## config.mk

```make
export PLATFORM = sky130hd
export DESIGN_NAME = valley_skip_regulator
export DESIGN_NICKNAME = d
export VERILOG_FILES = /design/src/rtl/vsr_pkg.sv /design/src/rtl/vsr_band_decode.sv /design/src/rtl/vsr_force_latch.sv /design/src/rtl/vsr_step.sv /design/src/rtl/valley_skip_regulator.sv
export SDC_FILE = /design/constraint.sdc
export NUM_CORES = 1
export LEC_CHECK = 0
export CAP_MARGIN = 25
export CELL_PAD_IN_SITES_DETAIL_PLACEMENT = 1
export CELL_PAD_IN_SITES_GLOBAL_PLACEMENT = 2
export CORE_AREA = 2 2 39 41
export CTS_CLUSTER_DIAMETER = 200
export DETAILED_ROUTE_END_ITERATION = 10
export DIE_AREA = 0 0 41 43
export PLACE_DENSITY = 0.84
export SLEW_MARGIN = 40
export SYNTH_ARGS = -nofsm -noshare
export SYNTH_HDL_FRONTEND = slang
export SYNTH_SLANG_ARGS = --single-unit
```

## constraint.sdc

```tcl
create_clock -name clk -period 3 [get_ports clk]
set_clock_uncertainty 0.1 [all_clocks]
set_input_delay 0.6 -clock clk [delete_from_list [all_inputs] [get_ports clk]]
set_output_delay 0.6 -clock clk [all_outputs]
set_load 0.02 [all_outputs]
```

## src/rtl/vsr_pkg.sv

```systemverilog
`timescale 1ns/1ps
package vsr_pkg;
  // load band of the regulation voltage, ordered by rising voltage
  typedef enum logic [1:0] {
    BAND_RISE  = 2'd0,
    BAND_KEEP  = 2'd1,
    BAND_FALL  = 2'd2,
    BAND_FORCE = 2'd3
  } vsr_band_e;
endpackage

```

## src/rtl/vsr_band_decode.sv

```systemverilog
`timescale 1ns/1ps
module vsr_band_decode
  import vsr_pkg::*;
(
  input  logic      lvl_lo,
  input  logic      lvl_hi,
  input  logic      lvl_top,
  output vsr_band_e band
);
  // highest asserted flag wins
  always_comb begin
    if (lvl_top)     band = BAND_FORCE;
    else if (lvl_hi) band = BAND_FALL;
    else if (lvl_lo) band = BAND_KEEP;
    else             band = BAND_RISE;
  end
endmodule

```

## src/rtl/vsr_force_latch.sv

```systemverilog
`timescale 1ns/1ps
module vsr_force_latch (
  input  logic clk,
  input  logic rst_n,
  input  logic req_set,
  input  logic period_stb,
  input  logic burst_exit,
  output logic apply
);
  logic pend_q;
  logic pend_d;

  always_comb begin
    pend_d = req_set | (pend_q & ~period_stb & ~burst_exit);
    apply  = period_stb & (pend_q | req_set);
  end

  always_ff @(posedge clk or negedge rst_n) begin
    if (!rst_n) pend_q <= 1'b0;
    else        pend_q <= pend_d;
  end

  assert_latch_R7: assert property (@(posedge clk) disable iff (!rst_n)
    req_set |=> pend_q);
  assert_consume_R9: assert property (@(posedge clk) disable iff (!rst_n)
    (period_stb && !req_set) |=> !pend_q);
endmodule

```

## src/rtl/vsr_step.sv

```systemverilog
`timescale 1ns/1ps
module vsr_step
  import vsr_pkg::*;
#(
  parameter int CNT_W   = 3,
  parameter int CNT_MIN = 1,
  parameter int CNT_MAX = 7
) (
  input  logic [CNT_W-1:0] cur,
  input  vsr_band_e        band,
  output logic [CNT_W-1:0] nxt
);
  localparam logic [CNT_W-1:0] MIN_V = CNT_W'(CNT_MIN);
  localparam logic [CNT_W-1:0] MAX_V = CNT_W'(CNT_MAX);

  always_comb begin
    nxt = cur;
    case (band)
      BAND_RISE: if (cur < MAX_V) nxt = cur + 1'b1;
      BAND_FALL: if (cur > MIN_V) nxt = cur - 1'b1;
      default:   nxt = cur;
    endcase
  end
endmodule

```

## src/rtl/valley_skip_regulator.sv

```systemverilog
`timescale 1ns/1ps
module valley_skip_regulator
  import vsr_pkg::*;
#(
  parameter int CNT_W   = 3,
  parameter int CNT_MIN = 1,
  parameter int CNT_MAX = 7
) (
  input  logic             clk,
  input  logic             rst_n,
  input  logic             tick,
  input  logic             period_stb,
  input  logic             burst_exit,
  input  logic             lvl_lo,
  input  logic             lvl_hi,
  input  logic             lvl_top,
  output logic [CNT_W-1:0] skip_cnt
);
  localparam logic [CNT_W-1:0] MIN_V = CNT_W'(CNT_MIN);
  localparam logic [CNT_W-1:0] MAX_V = CNT_W'(CNT_MAX);

  vsr_band_e        band;
  logic             force_req;
  logic             apply;
  logic [CNT_W-1:0] stepped;
  logic [CNT_W-1:0] cnt_q;
  logic [CNT_W-1:0] cnt_d;
  logic             cnt_en;

  vsr_band_decode u_dec (
    .lvl_lo (lvl_lo),
    .lvl_hi (lvl_hi),
    .lvl_top(lvl_top),
    .band   (band)
  );

  assign force_req = (band == BAND_FORCE);

  vsr_force_latch u_latch (
    .clk       (clk),
    .rst_n     (rst_n),
    .req_set   (force_req),
    .period_stb(period_stb),
    .burst_exit(burst_exit),
    .apply     (apply)
  );

  vsr_step #(.CNT_W(CNT_W), .CNT_MIN(CNT_MIN), .CNT_MAX(CNT_MAX)) u_step (
    .cur (cnt_q),
    .band(band),
    .nxt (stepped)
  );

  // next state: burst exit and strobe force beat the slow step
  always_comb begin
    cnt_en = burst_exit | apply | tick;
    if (burst_exit || apply) cnt_d = MIN_V;
    else if (tick)           cnt_d = stepped;
    else                     cnt_d = cnt_q;
  end

  always_ff @(posedge clk or negedge rst_n) begin
    if (!rst_n)      cnt_q <= MIN_V;
    else if (cnt_en) cnt_q <= cnt_d;
  end

  assign skip_cnt = cnt_q;

  assert_range_R2: assert property (@(posedge clk) disable iff (!rst_n)
    (skip_cnt >= MIN_V) && (skip_cnt <= MAX_V));
  assert_rise_R3: assert property (@(posedge clk) disable iff (!rst_n)
    (tick && !lvl_lo && !lvl_hi && !lvl_top && !burst_exit && !period_stb && skip_cnt < MAX_V)
    |=> skip_cnt == $past(skip_cnt) + 1'b1);
  assert_keep_R4: assert property (@(posedge clk) disable iff (!rst_n)
    (tick && lvl_lo && !lvl_hi && !lvl_top && !burst_exit && !period_stb) |=> $stable(skip_cnt));
  assert_fall_R5: assert property (@(posedge clk) disable iff (!rst_n)
    (tick && lvl_hi && !lvl_top && !burst_exit && !period_stb && skip_cnt > MIN_V)
    |=> skip_cnt == $past(skip_cnt) - 1'b1);
  assert_idle_R6: assert property (@(posedge clk) disable iff (!rst_n)
    (!tick && !period_stb && !burst_exit) |=> $stable(skip_cnt));
  assert_nostep_R7: assert property (@(posedge clk) disable iff (!rst_n)
    (lvl_top && !period_stb && !burst_exit) |=> $stable(skip_cnt));
  assert_burst_R8: assert property (@(posedge clk) disable iff (!rst_n)
    burst_exit |=> skip_cnt == MIN_V);
endmodule

```

Word level (Yosys, flattened, before mapping) --
Index checks and enable logic that the tools add are counted.
Storage, ports and cells: register bits 4, bits in latches 0, memory bits (writable) 0, ROM bits 0, logic and storage cells 32, memories 0
Operators by class: $add $sub $neg 2, multiply operators 0, div/mod/pow operators 0, magnitude comparators 2, equal/unequal tests 4, shift operators 0, mux-type cells 8, bitwise gates (word level) 9, reduce and logical (&&, ||, !) cells 5
Operators by type and width (number):
- 2-to-1 mux 3 bit | 4
- != test 3 x 2 -> 1 bit (second input constant) | 2
- case mux 3 bit (2 select lines) | 1
- AND reduction 5 bit | 1
- == test 2 bit (second input constant) | 2
- 2-to-1 mux 2 bit | 2
- bitwise OR 1 bit | 4
- adder 3 x 1 -> 3 bit (second input constant) | 1
- bitwise AND 1 bit | 3
- greater-than comparator 3 x 1 -> 1 bit (second input constant) | 1
- less-than comparator 3 bit (second input constant) | 1
- nonzero test 3 bit | 1
- subtractor 3 x 1 -> 3 bit (second input constant) | 1
- zero test 2 bit | 1
- inverter 1 bit | 2
- nonzero test 2 bit | 1
- logical OR 1 bit | 1
- 2-to-1 mux 1 bit | 1

Depth between registers and ports, before layout --
Gate-level depths: netlist (run 1).
depth after elaboration 9, depth in mapped cells 6, mapped depth without buffers 6

Cells and area by module --
Synthesis (run 1) repeated with hierarchy kept, for this count alone.
Second synthesis, totals: cells, all modules 49, area, all modules 395.4 µm²
By module, submodules not included:
- vsr_step | times used 1, cells an instance 31, area an instance 203.9 µm²
- valley_skip_regulator | times used 1, cells an instance 11, area an instance 130.1 µm²
- vsr_force_latch | times used 1, cells an instance 4, area an instance 43.8 µm²
- vsr_band_decode | times used 1, cells an instance 3, area an instance 17.5 µm²

Worst setup path before layout (run 1) --
No wires, ideal clock.
path type register to register, start reg cnt_q[1], in the netlist skip_cnt[1], end reg cnt_q[1], in the netlist skip_cnt[1], library setup time 0.094 ns, data arrival time 1.627 ns, path slack 1.179 ns, cell stages (with the launch flop) 7, cells stage by stage dfrtp_1 inv_1 ha_1 o21bai_2 a2111oi_4 nor2_1 a211oi_1
On the way: cells in the longest elaborated chain, start to end 5, elaborated cells on any way between the ends 12, those cells by class add/sub (2); order compare (2); eq/ne (2); mux (5); reduce/logical (1)
Ends and longest elaborated chain:
- from (decl) | RTL line valley_skip_regulator.sv:26 | logic [CNT_W-1:0] cnt_q;
- from (signal assigned) | RTL line valley_skip_regulator.sv:64 | else if (cnt_en) cnt_q <= cnt_d;
- subtractor 3 x 1 -> 3 bit or adder 3 x 1 -> 3 bit (tied branches) | RTL line vsr_step.sv:20, vsr_step.sv:19
- 2-to-1 mux 3 bit (on tied branches) | RTL line vsr_step.sv:20, vsr_step.sv:19
- case mux 3 bit (2 select lines) | RTL line vsr_step.sv:18 | case (band)
- 2-to-1 mux 3 bit | RTL line valley_skip_regulator.sv:58 | else if (tick) cnt_d = stepped;
- 2-to-1 mux 3 bit | RTL line valley_skip_regulator.sv:57 | if (burst_exit || apply) cnt_d = MIN_V;
Parallel ways exist; a longest one is shown, timed or not. The select of a mux whose other input is x is not followed. A chain may end at the register's enable or synchronous reset.

Worst setup path in the final report (run 1) --
start reg cnt_q[0], in the netlist skip_cnt[0], end out skip_cnt[0]
RTL lines:
- to (decl) | RTL line valley_skip_regulator.sv:17 | output logic [CNT_W-1:0] skip_cnt
No word-level cell between the ends.

==> flow_metrics.tcl, run 1 <==
set metrics [dict create \
    grt_pass1_wl_um 1160 \
    place.gp.congestion 0.657 \
    drtAntennaViolNets 0 \
    ys.flop_type "dfrtp_1" \
    area_growth_pct 45.0 \
    synth-seq-cells 4 \
    dieArea_mm2 0.00176 \
    multi_input_area_um2 216 \
    vias_per_cell 4.46 \
    post_cts_buffers 0 \
    initialDrtViolationCount 0 \
    slowest_stage "clkdlybuf4s50_1" \
    grt_use_met3_pct 1.57 \
    drc 0 \
    p_leak_nw 0.190 \
    io_pins 11 \
    clockBufferDepth 2 \
    required_ns 2.30 \
    clk_pin_slew_ns 0.04 \
    synthDistinctLibCells 21 \
    relSlewSlack_pct 78.0 \
    min_period_over_period_pct 71.4 \
    setup_slack_ns 0.857 \
    cts_sinks 4 \
    path_buf_inv 1 \
    chipWidth_um 41 \
    crit_type "reg -> out" \
    vias 272 \
    worst_pin_slew_ns 0.330 \
    antenna_cells 0 \
    syn_inst 31 \
    drive_gt1_share_pct 17.8 \
    wirelength_um 636 \
    drtPass1Iterations 1 \
    path_cells "clkdlybuf4s50_1" \
    synth_fp_nets 42 \
    period_minus_slack_ns 2.14 \
    cts_tree "yes" \
    end_kind "primary output" \
    pre_cts_slack_ns 0.806 \
    tns_ns 0 \
    holdPathEnd "u_latch.pend_q" \
    num_rows 14 \
    yosys-top-cells-area "dfrtp_1 (23%), ha_1 (12%), a2111oi_4 (8.5%)" \
    clk_latency_ns 0.23 \
    grt_use_met1_pct 11.1 \
    seq_area_um2 101 \
    worstPathArrival_ns 1.44 \
    wl_per_cell_um 10.4 \
    antenna_found_initial 0 \
    hold-path-cell-count 1 \
    syn_avg_cell_area_um2 10.5 \
    core-area_mm2 0.00138 \
    power_density_mw_per_mm2 343 \
    ys_seq_area_share_pct 31.2 \
    nets 57 \
    cp_max_fo 7 \
    synth_top_area_cell "dfrtp_1" \
    globalRouteOverflowTotal 0 \
    hold_slack_ns 0.376 \
    slew_viol_final 0 \
    synth_common_cells "dfrtp_1 (3), ha_1 (3), nor2_1 (3)" \
    initial_core_util_pct 23.5 \
    hold_buffers 0 \
    cp-start-kind "register" \
    ir_worst_vdd_mv 0.161 \
    setup_viol 0 \
    synth_warnings 0 \
    status "complete, no violations" \
    slowest_delay_ns 0.62 \
    synth_area_um2 325 \
    htreeDepth 1 \
    fmax_mhz 467 \
    nFillCells 165 \
    async_flop_share_pct 100 \
    busiest_layer "met2" \
    drv_cap 0 \
    synth-edff-count 0 \
    r2r_end "skip_cnt[1]" \
    grt_usage_pct 9.69 \
    die_h_um 43 \
    grt_max_degree 8 \
    r2r-start "skip_cnt[1]" \
    post-synth-top-area-fraction_pct 23.1 \
    portBuffers 10 \
    cts_buffers 3 \
    critPathTopFamily "buffers and inverters" \
    hold_viol_final 0 \
    cts_resized 0 \
    hold_class "reg -> reg" \
    clockRootBuffer "clkbuf_4" \
    regToRegSetupSlack_ns 1.14 \
    rsz0062_at_grt "false" \
    hp-start "u_latch.pend_q" \
    global_route.usage.met2_pct 15.6 \
    r2r_cells 6 \
    grt_pass1_vias 299 \
]
per-layer routing:
metal,share of wire [%],up-vias
met1,45,128
met4,0,0
met5,0,-
li1,-,138
met2,51,6
met3,3.8,0
registers in the layout (all words and copies together) (netlist names):
name / cells
skip_cnt: 3
u_latch.pend_q: 1
final cells by class:
type                            count  share of cell area (%)
Multi-Input combinational cell     25                    45.9
Sequential cell                     4                    21.5
Timing Repair Buffer               10                    21.2
Clock buffer                        4                    5.57
Tap cell                           16                    4.24
Inverter                            2                    1.59
logic make-up (layout without fill, tap and decap cells):
group | Yosys count | in the layout | share of synthesized area [%]
AOI/OAI and AO/OA | 9 | 9 | 27.3
DFF | 4 | 4 | 31.2
adders and majority gates | 3 | 3 | 11.5
and+or+nand+nor | 11 | 11 | 21.9
xor gates and xnor gates | 1 | 1 | 2.69
buffers and inverters | 2 | 16 | 2.31
muxes | 1 | 1 | 3.08
placed cells by master (no fill, tap or decap):
cell and instances:
a2111o_1 1, a2111oi_4 1, a211oi_1 1, a21o_2 1, a21oi_1 2, and4b_1 1, clkbuf_1 1, clkbuf_4 3
clkdlybuf4s50_1 10, dfrtp_1 3, dfstp_2 1, ha_1 3, inv_1 2, mux2i_1 1, nand2b_1 2, nand2b_4 1
nor2_1 3, nor2b_1 2, nor3_1 1, o21ai_0 1, o21bai_2 1, o31ai_1 1, or2_1 1, xor2_1 1
where the power goes:
part           internal (W)  switching, W
clock network     0.0000499     0.0000219
registers         0.0000564    0.00000205
logic             0.0000181     0.0000134
total              0.000124     0.0000374
worst max-delay path by stage:
stage / from / end / slack, ns / cells after the start
detailed placement: lvl_hi / skip_cnt[2] / 0.81 / 5
floorplan: skip_cnt[1] / skip_cnt[1] / 1.18 / 6
global placement: lvl_hi / skip_cnt[2] / 0.78 / 5
finish: skip_cnt[0] / skip_cnt[0] / 0.86 / 1
global route: skip_cnt[0] / skip_cnt[0] / 0.79 / 1
CTS: skip_cnt[0] / skip_cnt[0] / 0.84 / 1
stage by stage:
stage / instances / total power [W] / area, um^2 / utilization, %
after detailed placement: 57 / 0.0000912 / 445 / 32.2
after floorplan: 31 / 0.0000750 / 325 / -
after global routing: 61 / 0.000175 / 472 / 34.1
after CTS: 61 / 0.000167 / 472 / 34.1
final: 61 / 0.000162 / 472 / 34.1
after global placement: 57 / 0.0000908 / 445 / 32.2
No activity file was read; power rests on OpenSTA's default activity.
==> run 2: changes to the inputs <==
--- a/config.mk
+++ b/config.mk
@@ -8,11 +8,10 @@
 export CAP_MARGIN = 25
 export CELL_PAD_IN_SITES_DETAIL_PLACEMENT = 1
 export CELL_PAD_IN_SITES_GLOBAL_PLACEMENT = 2
-export CORE_AREA = 2 2 39 41
+export CORE_UTILIZATION = 22
 export CTS_CLUSTER_DIAMETER = 200
 export DETAILED_ROUTE_END_ITERATION = 10
-export DIE_AREA = 0 0 41 43
-export PLACE_DENSITY = 0.84
+export PLACE_DENSITY = 0.8
 export SLEW_MARGIN = 40
 export SYNTH_ARGS = -nofsm -noshare
 export SYNTH_HDL_FRONTEND = slang
==> constraint.sdc (replaced) <==
create_clock -name clk -period 1.92 [get_ports clk]
set_clock_uncertainty 0.1 [all_clocks]
set_input_delay 0.384 -clock clk [delete_from_list [all_inputs] [get_ports clk]]
set_output_delay 0.384 -clock clk [all_outputs]
set_load 0.02 [all_outputs]
==> run 2 against run 1 <==
Sequential cell count is the same. Cell count grew 3.3%. Clock power grew 57%. Critical path type unchanged. Critical endpoint is now skip_cnt[1]. Largest cell class unchanged. Highest routed layer unchanged.
==> flow_metrics.tcl, run 2 (same netlist as run 1, synthesis figures left out) <==
set metrics [dict create \
    reg.largest.list "skip_cnt: 3 flops, u_latch.pend_q: 1 flops" \
    clk_pin_slew_ns 0.04 \
    top_register "skip_cnt" \
    hpwl_um 690 \
    setup_slack_ns 0.130 \
    num_rows 13 \
    initial_core_util_pct 24.4 \
    nets 60 \
    end_kind "primary output" \
    min_period_over_period_pct 93.2 \
    slowest_stage "clkdlybuf4s50_1" \
    clockBufferDepth 2 \
    clk_latency_ns 0.23 \
    cts_resized 1 \
    chipWidth_um 40.5 \
    vias_per_cell 4.63 \
    drtPass1Iterations 4 \
    grt_max_degree 8 \
    p_sw_share_pct 24.0 \
    grt_usage_pct 11.5 \
    vias 292 \
    relSlewSlack_pct 81.0 \
    ir_worst_vdd_mv 0.243 \
    io_pins 11 \
    portBuffers 10 \
    p_int_w 0.000197 \
    setup_viol 0 \
    critPathTopFamily "buffers and inverters" \
    largest_reg_flops 3 \
    worstPathArrival_ns 1.31 \
    area_growth_pct 51.2 \
    dieArea_mm2 0.00164 \
    period_minus_slack_ns 1.79 \
    required_ns 1.44 \
    initialDrtViolationCount 5 \
    clkPwrFrac_pct 43.7 \
    cp_max_fo 5 \
    post_cts_buffers 0 \
    wl_per_cell_um 12.7 \
    slowest_delay_ns 0.60 \
    netSwitchingPower_w 0.0000623 \
    cts_buffers 3 \
    drtAntennaViolNets 0 \
    slew_viol_final 0 \
    status "complete, no violations" \
    clockRootBuffer "clkbuf_4" \
    htreeDepth 1 \
    worst_pin_slew_ns 0.285 \
    p_total_w 0.000259 \
    globalRouteOverflowTotal 0 \
    p_leak_nw 0.203 \
    rsz0062_at_grt "false" \
    p_comb_share_pct 21.4 \
    layout_commonest_cell "clkdlybuf4s50_1" \
    path_buf_inv 2 \
    grt_pass1_wl_um 1180 \
    power_density_mw_per_mm2 528 \
    seqPwrFrac_pct 34.9 \
    drv_cap 0 \
    die_h_um 40.5 \
    cts_tree "yes" \
    antenna_cells 0 \
    hold_buffers 0 \
    hold_class "in -> async" \
    place.gp.congestion 0.691 \
    grt_pass1_vias 306 \
    fmax_mhz 559 \
    pre_cts_slack_ns -0.0611 \
    crit_type "reg -> out" \
    drive_gt1_share_pct 22.9 \
    hold_slack_ns 0.258 \
    hold_viol_final 0 \
    core-area_mm2 0.00133 \
    wirelength_um 799 \
    antenna_found_initial 0 \
    drc 0 \
    cp-start-kind "register" \
    cts_sinks 4 \
    path_cells "buf_4 > clkdlybuf4s50_1" \
]
run 2: metrics by stage:
| stage | util [%] | TNS [ns] | cells | area [um^2] |
|---|---|---|---|---|
| finish | 36.9 | 0 | 63 | 492 |
| global placement | 35.0 | -0.00898 | 59 | 467 |
| CTS | 36.9 | 0 | 63 | 492 |
| detailed placement | 35.0 | -0.0845 | 59 | 467 |
| floorplan | - | 0 | 31 | 325 |
| global route | 36.9 | 0 | 63 | 492 |
run 2: final cells by class:
cell class | instances | area, um^2
repair buffers | 13 | 121
fillers | 160 | 842
well taps | 15 | 18.8
flip-flops and latches | 4 | 101
multi-input cells | 25 | 216
clock buffers | 4 | 26.3
inverters | 2 | 7.51
run 2: worst register-to-register path, cell delays in order (launching register included):
cell	delay, ns
dfstp_2	0.40
ha_1	0.20
o21bai_2	0.21
a2111oi_4	0.38
buf_4	0.18
nor3_1	0.04
a21oi_1	0.13
run 2: power by group through the flow:
stage               sequential (W)  combinational, W  clock, W
floorplan                0.0000933         0.0000239         0
global placement         0.0000912         0.0000532         0
detailed placement       0.0000917         0.0000561         0
CTS                      0.0000905         0.0000561  0.000121
global route             0.0000908         0.0000602  0.000126
finish                   0.0000906         0.0000554  0.000113
run 2: layer usage:
metal  global-route usage (%)  wire [um]  vias up
li1                         -          -      146
met1                     8.94        291      141
met2                     23.4        483        5
met3                     3.33         25        0
met4                     7.50          0        0
met5                        0          0        -
run 2: path summary, 6_finish.rpt:
kind | startpoint | to | cells past startpoint | slack [ns]
max in group asynchronous | rst_n | skip_cnt[0] | 1 | 1.22
min | rst_n | u_latch.pend_q | 1 | 0.26
max | skip_cnt[1] | skip_cnt[1] | 2 | 0.13
min in group clk | u_latch.pend_q | u_latch.pend_q | 1 | 0.38
max reg2reg | skip_cnt[0] | skip_cnt[0] | 6 | 0.22
min reg2reg | u_latch.pend_q | u_latch.pend_q | 1 | 0.38
==> run 3: changes to the inputs <==
==> constraint.sdc (replaced) <==
create_clock -name clk -period 1.92 [get_ports clk]
set_clock_uncertainty 0.1 [all_clocks]
set_input_delay 0.288 -clock clk [delete_from_list [all_inputs] [get_ports clk]]
set_output_delay 0.288 -clock clk [all_outputs]
set_load 0.02 [all_outputs]
==> run 3 against run 2 <==
Critical path type unchanged. Non-clock buffer count shrank 2. Critical endpoint is now skip_cnt[0]. Sequential power about the same. Cell count fell by 3.2%. Setup slack got worse by 0.047 ns. Design area decreased by 2.8%. Maximum frequency shrank 2.6%. Combinational power down 6.1%. Sequential cell count did not move.
==> flow_metrics.tcl, run 3 (same netlist as run 1, synthesis figures left out) <==
set metrics [dict create \
    worstPathArrival_ns 1.45 \
    antenna_cells 0 \
    vias 277 \
    htreeDepth 1 \
    fmax_mhz 544 \
    hold_buffers 0 \
    cp_max_fo 7 \
    regToRegSetupSlack_ns 0.14 \
    r2r_end "skip_cnt[1]" \
    path_cells "clkdlybuf4s50_1" \
    crit_start "skip_cnt[0]" \
    status "complete, no violations" \
    clockRootBuffer "clkbuf_4" \
    final_cell_mix "clkdlybuf4s50_1 (10), nor2_1 (3), ha_1 (3), clkbuf_4 (3), dfrtp_1 (3)" \
    drtAntennaViolNets 0 \
    place.gp.congestion 0.691 \
    path_buf_inv 1 \
    drc 0 \
    worst_pin_slew_ns 0.351 \
    grt_usage_pct 11.4 \
    end_kind "primary output" \
    p_int_w 0.000195 \
    wl_per_cell_um 12.2 \
    hpwl_um 616 \
    clk_pin_slew_ns 0.04 \
    p_sw_share_pct 23.9 \
    seqPwrFrac_pct 35.3 \
    p_leak_nw 0.195 \
    r2r-start "skip_cnt[0]" \
    power_density_mw_per_mm2 536 \
    ir_worst_vdd_mv 0.243 \
    critical_path.endpoint "skip_cnt[0]" \
    min_period_over_period_pct 95.7 \
    area_growth_pct 46.9 \
    top_register "skip_cnt" \
    core-area_mm2 0.00133 \
    required_ns 1.53 \
    num_rows 13 \
    critPathTopFamily "buffers and inverters" \
    globalRouteOverflowTotal 0 \
    worst-path-stages 1 \
    vias_per_cell 4.54 \
    reg.largest.list "skip_cnt: 3 flops, u_latch.pend_q: 1 flops" \
    slew_viol_final 0 \
    p_comb_share_pct 20.3 \
    drv_cap 0 \
    clkPwrFrac_pct 44.4 \
    netSwitchingPower_w 0.0000612 \
    antenna_found_initial 0 \
    p_total_w 0.000256 \
    postLayoutCoreUtil_pct 35.8 \
    post_cts_buffers 0 \
    r2r_cells 5 \
    cts_buffers 3 \
    hold_class "in -> async" \
    cp-start-kind "register" \
    crit_type "reg -> out" \
    rsz0062_at_grt "false" \
    grt_pass1_vias 309 \
    layout_commonest_cell "clkdlybuf4s50_1" \
    slowest_stage "clkdlybuf4s50_1" \
    die_h_um 40.5 \
    portBuffers 10 \
    largest_reg_flops 3 \
    chipWidth_um 40.5 \
    clockBufferDepth 2 \
    cts_sinks 4 \
    grt_pass1_wl_um 1210 \
    drive_gt1_share_pct 19.6 \
    nets 58 \
    grt_max_degree 8 \
    io_pins 11 \
    hold_viol_final 0 \
    drtPass1Iterations 1 \
    initialDrtViolationCount 0 \
    cts_tree "yes" \
    period_minus_slack_ns 1.84 \
    cts_resized 0 \
    clk_latency_ns 0.23 \
    relSlewSlack_pct 76.6 \
    slowest_delay_ns 0.62 \
    wirelength_um 747 \
    dieArea_mm2 0.00164 \
    tns_ns 0 \
    initial_core_util_pct 24.4 \
    setup_viol 0 \
]
-- run 3: metal layers --
layer | part of all wire (%) | wire (um) | track usage, %
met1 | 45 | 339 | 12.8
met2 | 50 | 377 | 19.4
met3 | 4.0 | 30 | 1.67
met4 | 0 | 0 | 7.50
met5 | 0 | 0 | 0
-- run 3: how the worst min path moves through the flow --
stage                        start        endpoint  slack [ns]  cells past startpoint
global route                 rst_n     skip_cnt[2]        0.16                      1
global placement    u_latch.pend_q  u_latch.pend_q        0.36                      1
floorplan                    rst_n     skip_cnt[1]       -0.11                      0
finish                       rst_n     skip_cnt[2]        0.15                      1
detailed placement  u_latch.pend_q  u_latch.pend_q        0.37                      1
CTS                          rst_n     skip_cnt[2]        0.15                      1
-- run 3: final cells by class --
| class | instances | area (um^2) |
|---|---|---|
| Tap cell | 15 | 18.8 |
| Multi-Input combinational cell | 25 | 216 |
| Fill cell | 159 | 856 |
| Sequential cell | 4 | 101 |
| Clock buffer | 4 | 26.3 |
| Inverter | 2 | 7.51 |
| Timing Repair Buffer | 11 | 108 |
-- run 3: power groups by stage --
stage,sequential (W),clock [W],combinational (W)
after floorplan,0.0000933,0,0.0000239
after global placement,0.0000913,0,0.0000504
after detailed placement,0.0000915,0,0.0000525
after CTS,0.0000905,0.000121,0.0000527
after global routing,0.0000909,0.000125,0.0000570
final,0.0000905,0.000114,0.0000520
-- run 3: through the flow --
stage | instances | cell area (um^2) | setup slack (ns) | hold WS, ns
final | 61 | 478 | 0.0830 | 0.151
after global routing | 61 | 478 | 0.0402 | 0.159
after CTS | 61 | 478 | 0.0752 | 0.150
after detailed placement | 57 | 452 | 0.00987 | 0.375
after global placement | 57 | 452 | 0.0655 | 0.365
after floorplan | 31 | 325 | 0.0988 | -0.108
